==> config.mk <==
export PLATFORM = sky130hd
export DESIGN_NAME = spi_host_regs
export DESIGN_NICKNAME = d
export VERILOG_FILES = /design/src/rtl/spi_host_regs_pkg.sv /design/src/rtl/spi_byte_fifo.sv /design/src/rtl/spi_wmark_irq.sv /design/src/rtl/spi_host_regs.sv
export SDC_FILE = /design/constraint.sdc
export NUM_CORES = 1
export LEC_CHECK = 0
export ABC_AREA = 1
export BUFFER_PORTS_ARGS = -buffer_cell sky130_fd_sc_hd__buf_2
export CAP_MARGIN = 20
export CORE_ASPECT_RATIO = 0.8
export CORE_MARGIN = 2
export CORE_UTILIZATION = 45
export DETAILED_ROUTE_END_ITERATION = 12
export GPL_TIMING_DRIVEN = 1
export PLACE_DENSITY = 0.65
export SLEW_MARGIN = 0
export SYNTH_ARGS = -nofsm -noshare
export SYNTH_HDL_FRONTEND = slang
export SYNTH_SLANG_ARGS = --single-unit
==> constraint.sdc <==
create_clock -name clk -period 6.3 [get_ports clk]
set_clock_uncertainty 0.15 [all_clocks]
set_input_delay 0.315 -clock clk [delete_from_list [all_inputs] [get_ports clk]]
set_output_delay 0.315 -clock clk [all_outputs]
set_load 0.02 [all_outputs]
==> src/rtl/spi_host_regs_pkg.sv <==
package spi_host_regs_pkg;

    localparam int BUS_AW  = 8;
    localparam int WORD_W  = BUS_AW - 2;
    localparam int DATA_W  = 32;
    localparam int BYTE_W  = 8;

    // word indices (byte offset / 4)
    localparam logic [WORD_W-1:0] W_SCK_DIV  = 6'h00;
    localparam logic [WORD_W-1:0] W_SCK_MODE = 6'h01;
    localparam logic [WORD_W-1:0] W_CS_ID    = 6'h04;
    localparam logic [WORD_W-1:0] W_CS_DEF   = 6'h05;
    localparam logic [WORD_W-1:0] W_CS_MODE  = 6'h06;
    localparam logic [WORD_W-1:0] W_DELAY0   = 6'h0A;
    localparam logic [WORD_W-1:0] W_DELAY1   = 6'h0B;
    localparam logic [WORD_W-1:0] W_FRAME    = 6'h10;
    localparam logic [WORD_W-1:0] W_TX_DATA  = 6'h12;
    localparam logic [WORD_W-1:0] W_RX_DATA  = 6'h13;
    localparam logic [WORD_W-1:0] W_TX_MARK  = 6'h14;
    localparam logic [WORD_W-1:0] W_RX_MARK  = 6'h15;
    localparam logic [WORD_W-1:0] W_FL_CTRL  = 6'h18;
    localparam logic [WORD_W-1:0] W_FL_FMT   = 6'h19;
    localparam logic [WORD_W-1:0] W_IRQ_EN   = 6'h1C;
    localparam logic [WORD_W-1:0] W_IRQ_PEND = 6'h1D;

    localparam logic [DATA_W-1:0] STATUS_FLAG = 32'h8000_0000;

    typedef struct packed {
        logic [DATA_W-1:0] sck_div;
        logic [DATA_W-1:0] sck_mode;
        logic [DATA_W-1:0] cs_id;
        logic [DATA_W-1:0] cs_def;
        logic [DATA_W-1:0] cs_mode;
        logic [DATA_W-1:0] delay0;
        logic [DATA_W-1:0] delay1;
        logic [DATA_W-1:0] frame;
        logic [DATA_W-1:0] tx_mark;
        logic [DATA_W-1:0] rx_mark;
        logic [DATA_W-1:0] irq_en;
    } cfg_regs_t;

    localparam cfg_regs_t CFG_RESET = '{
        sck_div:  32'h3,
        sck_mode: 32'h0,
        cs_id:    32'h0,
        cs_def:   32'h0,
        cs_mode:  32'h0,
        delay0:   32'h1001,
        delay1:   32'h1,
        frame:    32'h0,
        tx_mark:  32'h0,
        rx_mark:  32'h0,
        irq_en:   32'h0
    };

endpackage

==> src/rtl/spi_byte_fifo.sv <==
module spi_byte_fifo #(
    parameter int DEPTH = 8,
    parameter int W     = 8,
    localparam int PTR_W = (DEPTH > 1) ? $clog2(DEPTH) : 1,
    localparam int CNT_W = $clog2(DEPTH + 1)
) (
    input  logic             clk,
    input  logic             rst_n,
    input  logic             push,
    input  logic [W-1:0]     din,
    input  logic             pop,
    output logic [W-1:0]     dout,
    output logic             full,
    output logic             empty,
    output logic [CNT_W-1:0] count
);

    typedef struct packed {
        logic [DEPTH-1:0][W-1:0] mem;
        logic [PTR_W-1:0]        wr;
        logic [PTR_W-1:0]        rd;
        logic [CNT_W-1:0]        cnt;
    } fifo_st_t;

    fifo_st_t st_d, st_q;
    logic     do_push, do_pop;

    function automatic logic [PTR_W-1:0] ptr_inc(input logic [PTR_W-1:0] p);
        return (p == PTR_W'(DEPTH - 1)) ? '0 : p + 1'b1;
    endfunction

    assign full    = (st_q.cnt == CNT_W'(DEPTH));
    assign empty   = (st_q.cnt == '0);
    assign count   = st_q.cnt;
    assign dout    = st_q.mem[st_q.rd];
    assign do_push = push && !full;
    assign do_pop  = pop && !empty;

    always_comb begin
        st_d = st_q;
        if (do_push) begin
            st_d.mem[st_q.wr] = din;
            st_d.wr           = ptr_inc(st_q.wr);
        end
        if (do_pop) begin
            st_d.rd = ptr_inc(st_q.rd);
        end
        case ({do_push, do_pop})
            2'b10:   st_d.cnt = st_q.cnt + 1'b1;
            2'b01:   st_d.cnt = st_q.cnt - 1'b1;
            default: st_d.cnt = st_q.cnt;
        endcase
    end

    always_ff @(posedge clk or negedge rst_n) begin
        if (!rst_n) st_q <= '0;
        else        st_q <= st_d;
    end

    // occupancy never exceeds the depth
    a_r3_no_overflow: assert property (@(posedge clk) disable iff (!rst_n)
        st_q.cnt <= CNT_W'(DEPTH));

    // push into a full queue without a pop is dropped
    a_r3_full_drop: assert property (@(posedge clk) disable iff (!rst_n)
        (full && push && !pop) |=> (st_q.cnt == $past(st_q.cnt)));

    // pop of an empty queue without a push leaves it empty
    a_r4_empty_pop: assert property (@(posedge clk) disable iff (!rst_n)
        (empty && pop && !push) |=> empty);

endmodule

==> src/rtl/spi_wmark_irq.sv <==
module spi_wmark_irq #(
    parameter int CNT_W = 4
) (
    input  logic [CNT_W-1:0] tx_cnt,
    input  logic [CNT_W-1:0] rx_cnt,
    input  logic [CNT_W-1:0] tx_mark,
    input  logic [CNT_W-1:0] rx_mark,
    input  logic [1:0]       irq_en,
    output logic [1:0]       pend,
    output logic             irq
);

    always_comb begin
        pend[0] = (tx_cnt < tx_mark);
        pend[1] = (rx_cnt > rx_mark);
        irq     = |(pend & irq_en);
    end

endmodule

==> src/rtl/spi_host_regs.sv <==
module spi_host_regs
    import spi_host_regs_pkg::*;
#(
    parameter int DEPTH = 8,
    localparam int CNT_W = $clog2(DEPTH + 1)
) (
    input  logic              clk,
    input  logic              rst_n,
    input  logic [BUS_AW-1:0] bus_addr,
    input  logic              bus_we,
    input  logic [DATA_W-1:0] bus_wdata,
    input  logic              bus_re,
    output logic [DATA_W-1:0] bus_rdata,
    output logic              tx_valid,
    output logic [BYTE_W-1:0] tx_byte,
    input  logic              tx_pop,
    input  logic              rx_push,
    input  logic [BYTE_W-1:0] rx_byte,
    output logic              irq,
    output logic [DATA_W-1:0] cfg_sck_div,
    output logic [DATA_W-1:0] cfg_sck_mode,
    output logic [DATA_W-1:0] cfg_cs_id,
    output logic [DATA_W-1:0] cfg_cs_def,
    output logic [DATA_W-1:0] cfg_cs_mode,
    output logic [DATA_W-1:0] cfg_delay0,
    output logic [DATA_W-1:0] cfg_delay1,
    output logic [DATA_W-1:0] cfg_frame
);

    cfg_regs_t         regs_d, regs_q;
    logic [WORD_W-1:0] word;
    logic              tx_push, tx_full, tx_empty;
    logic              rx_pop, rx_full, rx_empty;
    logic [BYTE_W-1:0] rx_head;
    logic [CNT_W-1:0]  tx_cnt, rx_cnt;
    logic [1:0]        pend;

    assign word    = bus_addr[BUS_AW-1:2];
    assign tx_push = bus_we && (word == W_TX_DATA);
    assign rx_pop  = bus_re && (word == W_RX_DATA);

    spi_byte_fifo #(.DEPTH(DEPTH), .W(BYTE_W)) u_tx_q (
        .clk   (clk),
        .rst_n (rst_n),
        .push  (tx_push),
        .din   (bus_wdata[BYTE_W-1:0]),
        .pop   (tx_pop),
        .dout  (tx_byte),
        .full  (tx_full),
        .empty (tx_empty),
        .count (tx_cnt)
    );

    spi_byte_fifo #(.DEPTH(DEPTH), .W(BYTE_W)) u_rx_q (
        .clk   (clk),
        .rst_n (rst_n),
        .push  (rx_push),
        .din   (rx_byte),
        .pop   (rx_pop),
        .dout  (rx_head),
        .full  (rx_full),
        .empty (rx_empty),
        .count (rx_cnt)
    );

    spi_wmark_irq #(.CNT_W(CNT_W)) u_irq (
        .tx_cnt  (tx_cnt),
        .rx_cnt  (rx_cnt),
        .tx_mark (regs_q.tx_mark[CNT_W-1:0]),
        .rx_mark (regs_q.rx_mark[CNT_W-1:0]),
        .irq_en  (regs_q.irq_en[1:0]),
        .pend    (pend),
        .irq     (irq)
    );

    assign tx_valid = !tx_empty;

    // register write decode
    always_comb begin
        regs_d = regs_q;
        if (bus_we) begin
            case (word)
                W_SCK_DIV:  regs_d.sck_div  = bus_wdata;
                W_SCK_MODE: regs_d.sck_mode = bus_wdata;
                W_CS_ID:    regs_d.cs_id    = bus_wdata;
                W_CS_DEF:   regs_d.cs_def   = bus_wdata;
                W_CS_MODE:  regs_d.cs_mode  = bus_wdata;
                W_DELAY0:   regs_d.delay0   = bus_wdata;
                W_DELAY1:   regs_d.delay1   = bus_wdata;
                W_FRAME:    regs_d.frame    = bus_wdata;
                W_IRQ_EN:   regs_d.irq_en   = bus_wdata;
                W_TX_MARK: if (bus_wdata < DATA_W'(DEPTH)) regs_d.tx_mark = bus_wdata;
                W_RX_MARK: if (bus_wdata < DATA_W'(DEPTH)) regs_d.rx_mark = bus_wdata;
                default: ;
            endcase
        end
    end

    always_ff @(posedge clk or negedge rst_n) begin
        if (!rst_n) regs_q <= CFG_RESET;
        else        regs_q <= regs_d;
    end

    // read mux
    always_comb begin
        bus_rdata = '0;
        case (word)
            W_SCK_DIV:  bus_rdata = regs_q.sck_div;
            W_SCK_MODE: bus_rdata = regs_q.sck_mode;
            W_CS_ID:    bus_rdata = regs_q.cs_id;
            W_CS_DEF:   bus_rdata = regs_q.cs_def;
            W_CS_MODE:  bus_rdata = regs_q.cs_mode;
            W_DELAY0:   bus_rdata = regs_q.delay0;
            W_DELAY1:   bus_rdata = regs_q.delay1;
            W_FRAME:    bus_rdata = regs_q.frame;
            W_TX_MARK:  bus_rdata = regs_q.tx_mark;
            W_RX_MARK:  bus_rdata = regs_q.rx_mark;
            W_IRQ_EN:   bus_rdata = regs_q.irq_en;
            W_IRQ_PEND: bus_rdata = {{(DATA_W-2){1'b0}}, pend};
            W_TX_DATA:  bus_rdata = tx_full ? STATUS_FLAG : '0;
            W_RX_DATA:  bus_rdata = rx_empty ? STATUS_FLAG
                                             : {{(DATA_W-BYTE_W){1'b0}}, rx_head};
            default:    bus_rdata = '0;
        endcase
    end

    assign cfg_sck_div  = regs_q.sck_div;
    assign cfg_sck_mode = regs_q.sck_mode;
    assign cfg_cs_id    = regs_q.cs_id;
    assign cfg_cs_def   = regs_q.cs_def;
    assign cfg_cs_mode  = regs_q.cs_mode;
    assign cfg_delay0   = regs_q.delay0;
    assign cfg_delay1   = regs_q.delay1;
    assign cfg_frame    = regs_q.frame;

    // stored marks always stay below the depth
    a_r8_mark_range: assert property (@(posedge clk) disable iff (!rst_n)
        (regs_q.tx_mark < DATA_W'(DEPTH)) && (regs_q.rx_mark < DATA_W'(DEPTH)));

    // an empty receive queue never raises the receive watermark
    a_r6_empty_no_pend: assert property (@(posedge clk) disable iff (!rst_n)
        rx_empty |-> !pend[1]);

    // a zero enable mask keeps the line low
    a_r7_irq_masked: assert property (@(posedge clk) disable iff (!rst_n)
        (regs_q.irq_en[1:0] == 2'b00) |-> !irq);

    // empty receive read returns only the status flag
    a_r4_rd_empty: assert property (@(posedge clk) disable iff (!rst_n)
        (rx_pop && rx_empty) |-> (bus_rdata == STATUS_FLAG));

endmodule

==> results.sh <==
export IMPL_synth_nets=3114
export IMPL_grt_overflow=0
export IMPL_syn_to_final_growth_pct=10.25
export IMPL_seq_area_frac_synth_pct=50.96
export IMPL_ys_warnings_count=0
export IMPL_grt_pass1_wl_um=121300
export IMPL_multi_input_area_sq_um=9000
export IMPL_synth_compound_area_share_pct=12.12
export IMPL_period_share_pct=59.63
export IMPL_cts_sinks=500
export IMPL_wl_per_cell_um=20.96
export IMPL_syn_inst=3039
export IMPL_vias=21120
export IMPL_synth_most_common_cell="nand2_1"
export IMPL_synthMuxAreaShare_pct=0
export IMPL_hold_class="input port to register"
export IMPL_gp_congestion=0.9303
export IMPL_gr_usage_all_layers_pct=28.40
export IMPL_viasPerCell=5.489
export IMPL_synthTopCellsByCount="nand2_1, dfrtp_1, buf_4"
export IMPL_required_ns=5.83
export IMPL_cp_start_kind="input port"
export IMPL_cap_violations=0
export IMPL_slowest_stage="nor2_2"
export IMPL_synth_simple_area_share_pct=23.05
export IMPL_post_cts_buffers=0
export IMPL_async_flop_share_pct=100.0
export IMPL_drc=0
export IMPL_hold_viol=0
export IMPL_wirelength_um=80670
export IMPL_portBuffers=349
export IMPL_ant_nets=0
export IMPL_clk_latency_ns=0.61
export IMPL_synth_area_top_cells="dfrtp_1, nand2_1, buf_4, o21ai_1, o21ai_0"
export IMPL_cp_cell_sequence="buf_2 > nor2_2 > nand2_1 > nor2_4 > buf_4 > nand2_1 > nand3_1 > nor2_1 > nand3_1 > buf_2"
export IMPL_start_util_pct=45.56
export IMPL_coreArea_sq_um=53920
export IMPL_grt_max_degree=175
export IMPL_endpoint_kind="output pin"
export IMPL_postLayoutCoreUtil_pct=50.23
export IMPL_die_x_um=265.2
export IMPL_drive_above_1_share_pct=16.22
export IMPL_hold_ws_ns=0.04636
export IMPL_worstMarginPinSlew_ns=1.251
export IMPL_antenna_found_initial=2
export IMPL_postCtsResizedCells=0
export IMPL_die_y_um=213.0
export IMPL_drtPass1Iterations=5
export IMPL_status="finished clean"
export IMPL_synth_fa_ha_area_share_pct=1.070
export IMPL_ios=352
export IMPL_cts_buffers=54
export IMPL_avgSynthCellArea_sq_um=8.084
export IMPL_slew_viol_final=0
export IMPL_synth_distinct_cells=35
export IMPL_synth_edf_count=0
export IMPL_synth_flop_cell="dfrtp_1"
export IMPL_hpwl_um=53870
export IMPL_fmax_ghz=0.2662
export IMPL_cts_root_buf="clkbuf_16"
export IMPL_period_needed_ns=3.757
export IMPL_crit_type="input port to output pin"
export IMPL_drtIter0Drc=2165
export IMPL_cts_tree="yes"
export IMPL_setup_viol=0
export IMPL_peakVddDrop_mv=0.2270
export IMPL_yosysTopAreaCell="dfrtp_1"
export IMPL_fin_nets=3175
export IMPL_rrSetupSlack_ns=3.51
export IMPL_arrival_ns=3.29
export IMPL_power_density_nw_per_um2=353.3
export IMPL_synth_xor_area_share_pct=0.2496
export IMPL_max_stage_delay_ns=0.86
export IMPL_setup_tns_ns=0
export IMPL_place_ws_ns=2.333
export IMPL_synth_top_family_by_area="simple AND/OR/NAND/NOR gates"
export IMPL_grt_pass1_vias=19853
export IMPL_relSlewSlack_pct=16.32
export IMPL_rsz0062_at_grt="no"
export IMPL_clk_path_buf_depth=3
export IMPL_power_leakage_nw=14.16
export IMPL_rows=76
export IMPL_cp_max_fo=20
export IMPL_layout_setup_ws_ns=2.543
export IMPL_yosysTopAreaCellShare_pct=50.42
export IMPL_register_area_sq_um=12520
export IMPL_ys_ff_latch=500
export IMPL_die_area_sq_um=56490
export IMPL_synth_area_sq_um=24570
export IMPL_fill_cells=5119
export IMPL_finalPower_mw=9.569
export IMPL_htree_levels=2
export IMPL_cts_clk_slew_worst_paths_ns=0.06
[report_power, final]
group          switching [mW]  total (mW)  internal (mW)
registers               0.439        4.15           3.71
clock network            1.34        3.29           1.95
logic                    1.45        2.13          0.680
total                    3.23        9.57           6.34
[registers in the layout (all words and copies together), names as in the netlist]
| name | flops |
|---|---|
| cfg_sck_div | 32 |
| u_tx_q.count | 4 |
| u_rx_q.st_q | 70 |
| cfg_frame | 32 |
| cfg_cs_id | 32 |
| regs_q | 96 |
| cfg_delay0 | 32 |
| cfg_sck_mode | 32 |
| cfg_cs_mode | 32 |
| u_rx_q.count | 4 |
| u_tx_q.st_q | 70 |
| cfg_cs_def | 32 |
| cfg_delay1 | 32 |
[routing by layer]
metal / vias up / part of all wire [%] / global-route usage (%)
met1: 10337 / 45 / 41.37
met2: 942 / 44 / 42.48
met4: 4 / 2.9 / 9.566
li1: 9710 / - / -
met3: 127 / 8.3 / 5.593
met5: - / 0.033 / 0
[layout make-up]
class | count | area share [%]
clock buffer | 87 | 6.089
tap | 702 | 3.243
antenna | 1 | 0.009240
multi-input combinational | 1993 | 33.23
inverter | 143 | 1.982
timing repair buffer | 408 | 8.574
sequential | 500 | 46.22
clock inverter | 14 | 0.6514
[layout by cell type, fill, tap and decap left out, types with 9 or more instances in the layout]
master	count
buf_4	25
clkbuf_16	57
buf_2	348
inv_2	9
a21oi_1	79
nand4_1	29
clkbuf_8	11
ha_1	21
nand2_2	12
inv_1	129
dlygate4sd3_1	31
nor2_4	15
a21boi_0	16
clkbuf_1	19
nor2_1	196
o21ai_0	223
nand3_1	172
dfrtp_1	495
nand2_1	938
o21ai_1	247
[path summary, 6_finish.rpt]
| path | start | end | cells past startpoint |
|---|---|---|---|
| worst min-delay path | bus_wdata[16] | cfg_delay1[16] | 3 |
| worst max register to register | u_rx_q.count[1] | u_rx_q.count[2] | 12 |
| worst max-delay path | bus_addr[7] | bus_rdata[0] | 10 |
| worst min register to register | u_tx_q.st_q[22] | u_tx_q.st_q[22] | 2 |
| min in group asynchronous | rst_n | cfg_frame[8] | 2 |
| max in group asynchronous | rst_n | cfg_delay1[29] | 3 |
[repair_timing]
item | CTS | global route
hold buffers | 31 | 0
endpoints found under the hold margin | 318 | 0
setup endpoints to repair | 0 | 0
[kinds of logic (layout without fill, tap and decap cells)]
logic type	Yosys count	count (layout)
AO/OA/AOI/OAI	581	581
XOR/XNOR	7	7
adder cells (fa/ha/maj)	21	21
buffers and inverters	546	652
flip-flops	500	500
other	0	1
AND/OR/NAND/NOR	1384	1384
[worst max-delay path, delay by kind of cell]
kind	cells	cell delay (ns)
buf+inv	3	0.77
simple gates	7	2.18
[through the flow]
step	instances	cell area [sq um]
after floorplan	3039	24570
after global placement	3714	24920
after detailed placement	3714	24920
after CTS	3846	27050
after global routing	3847	27080
final	3848	27080
Power figures use the tool's default switching activity.
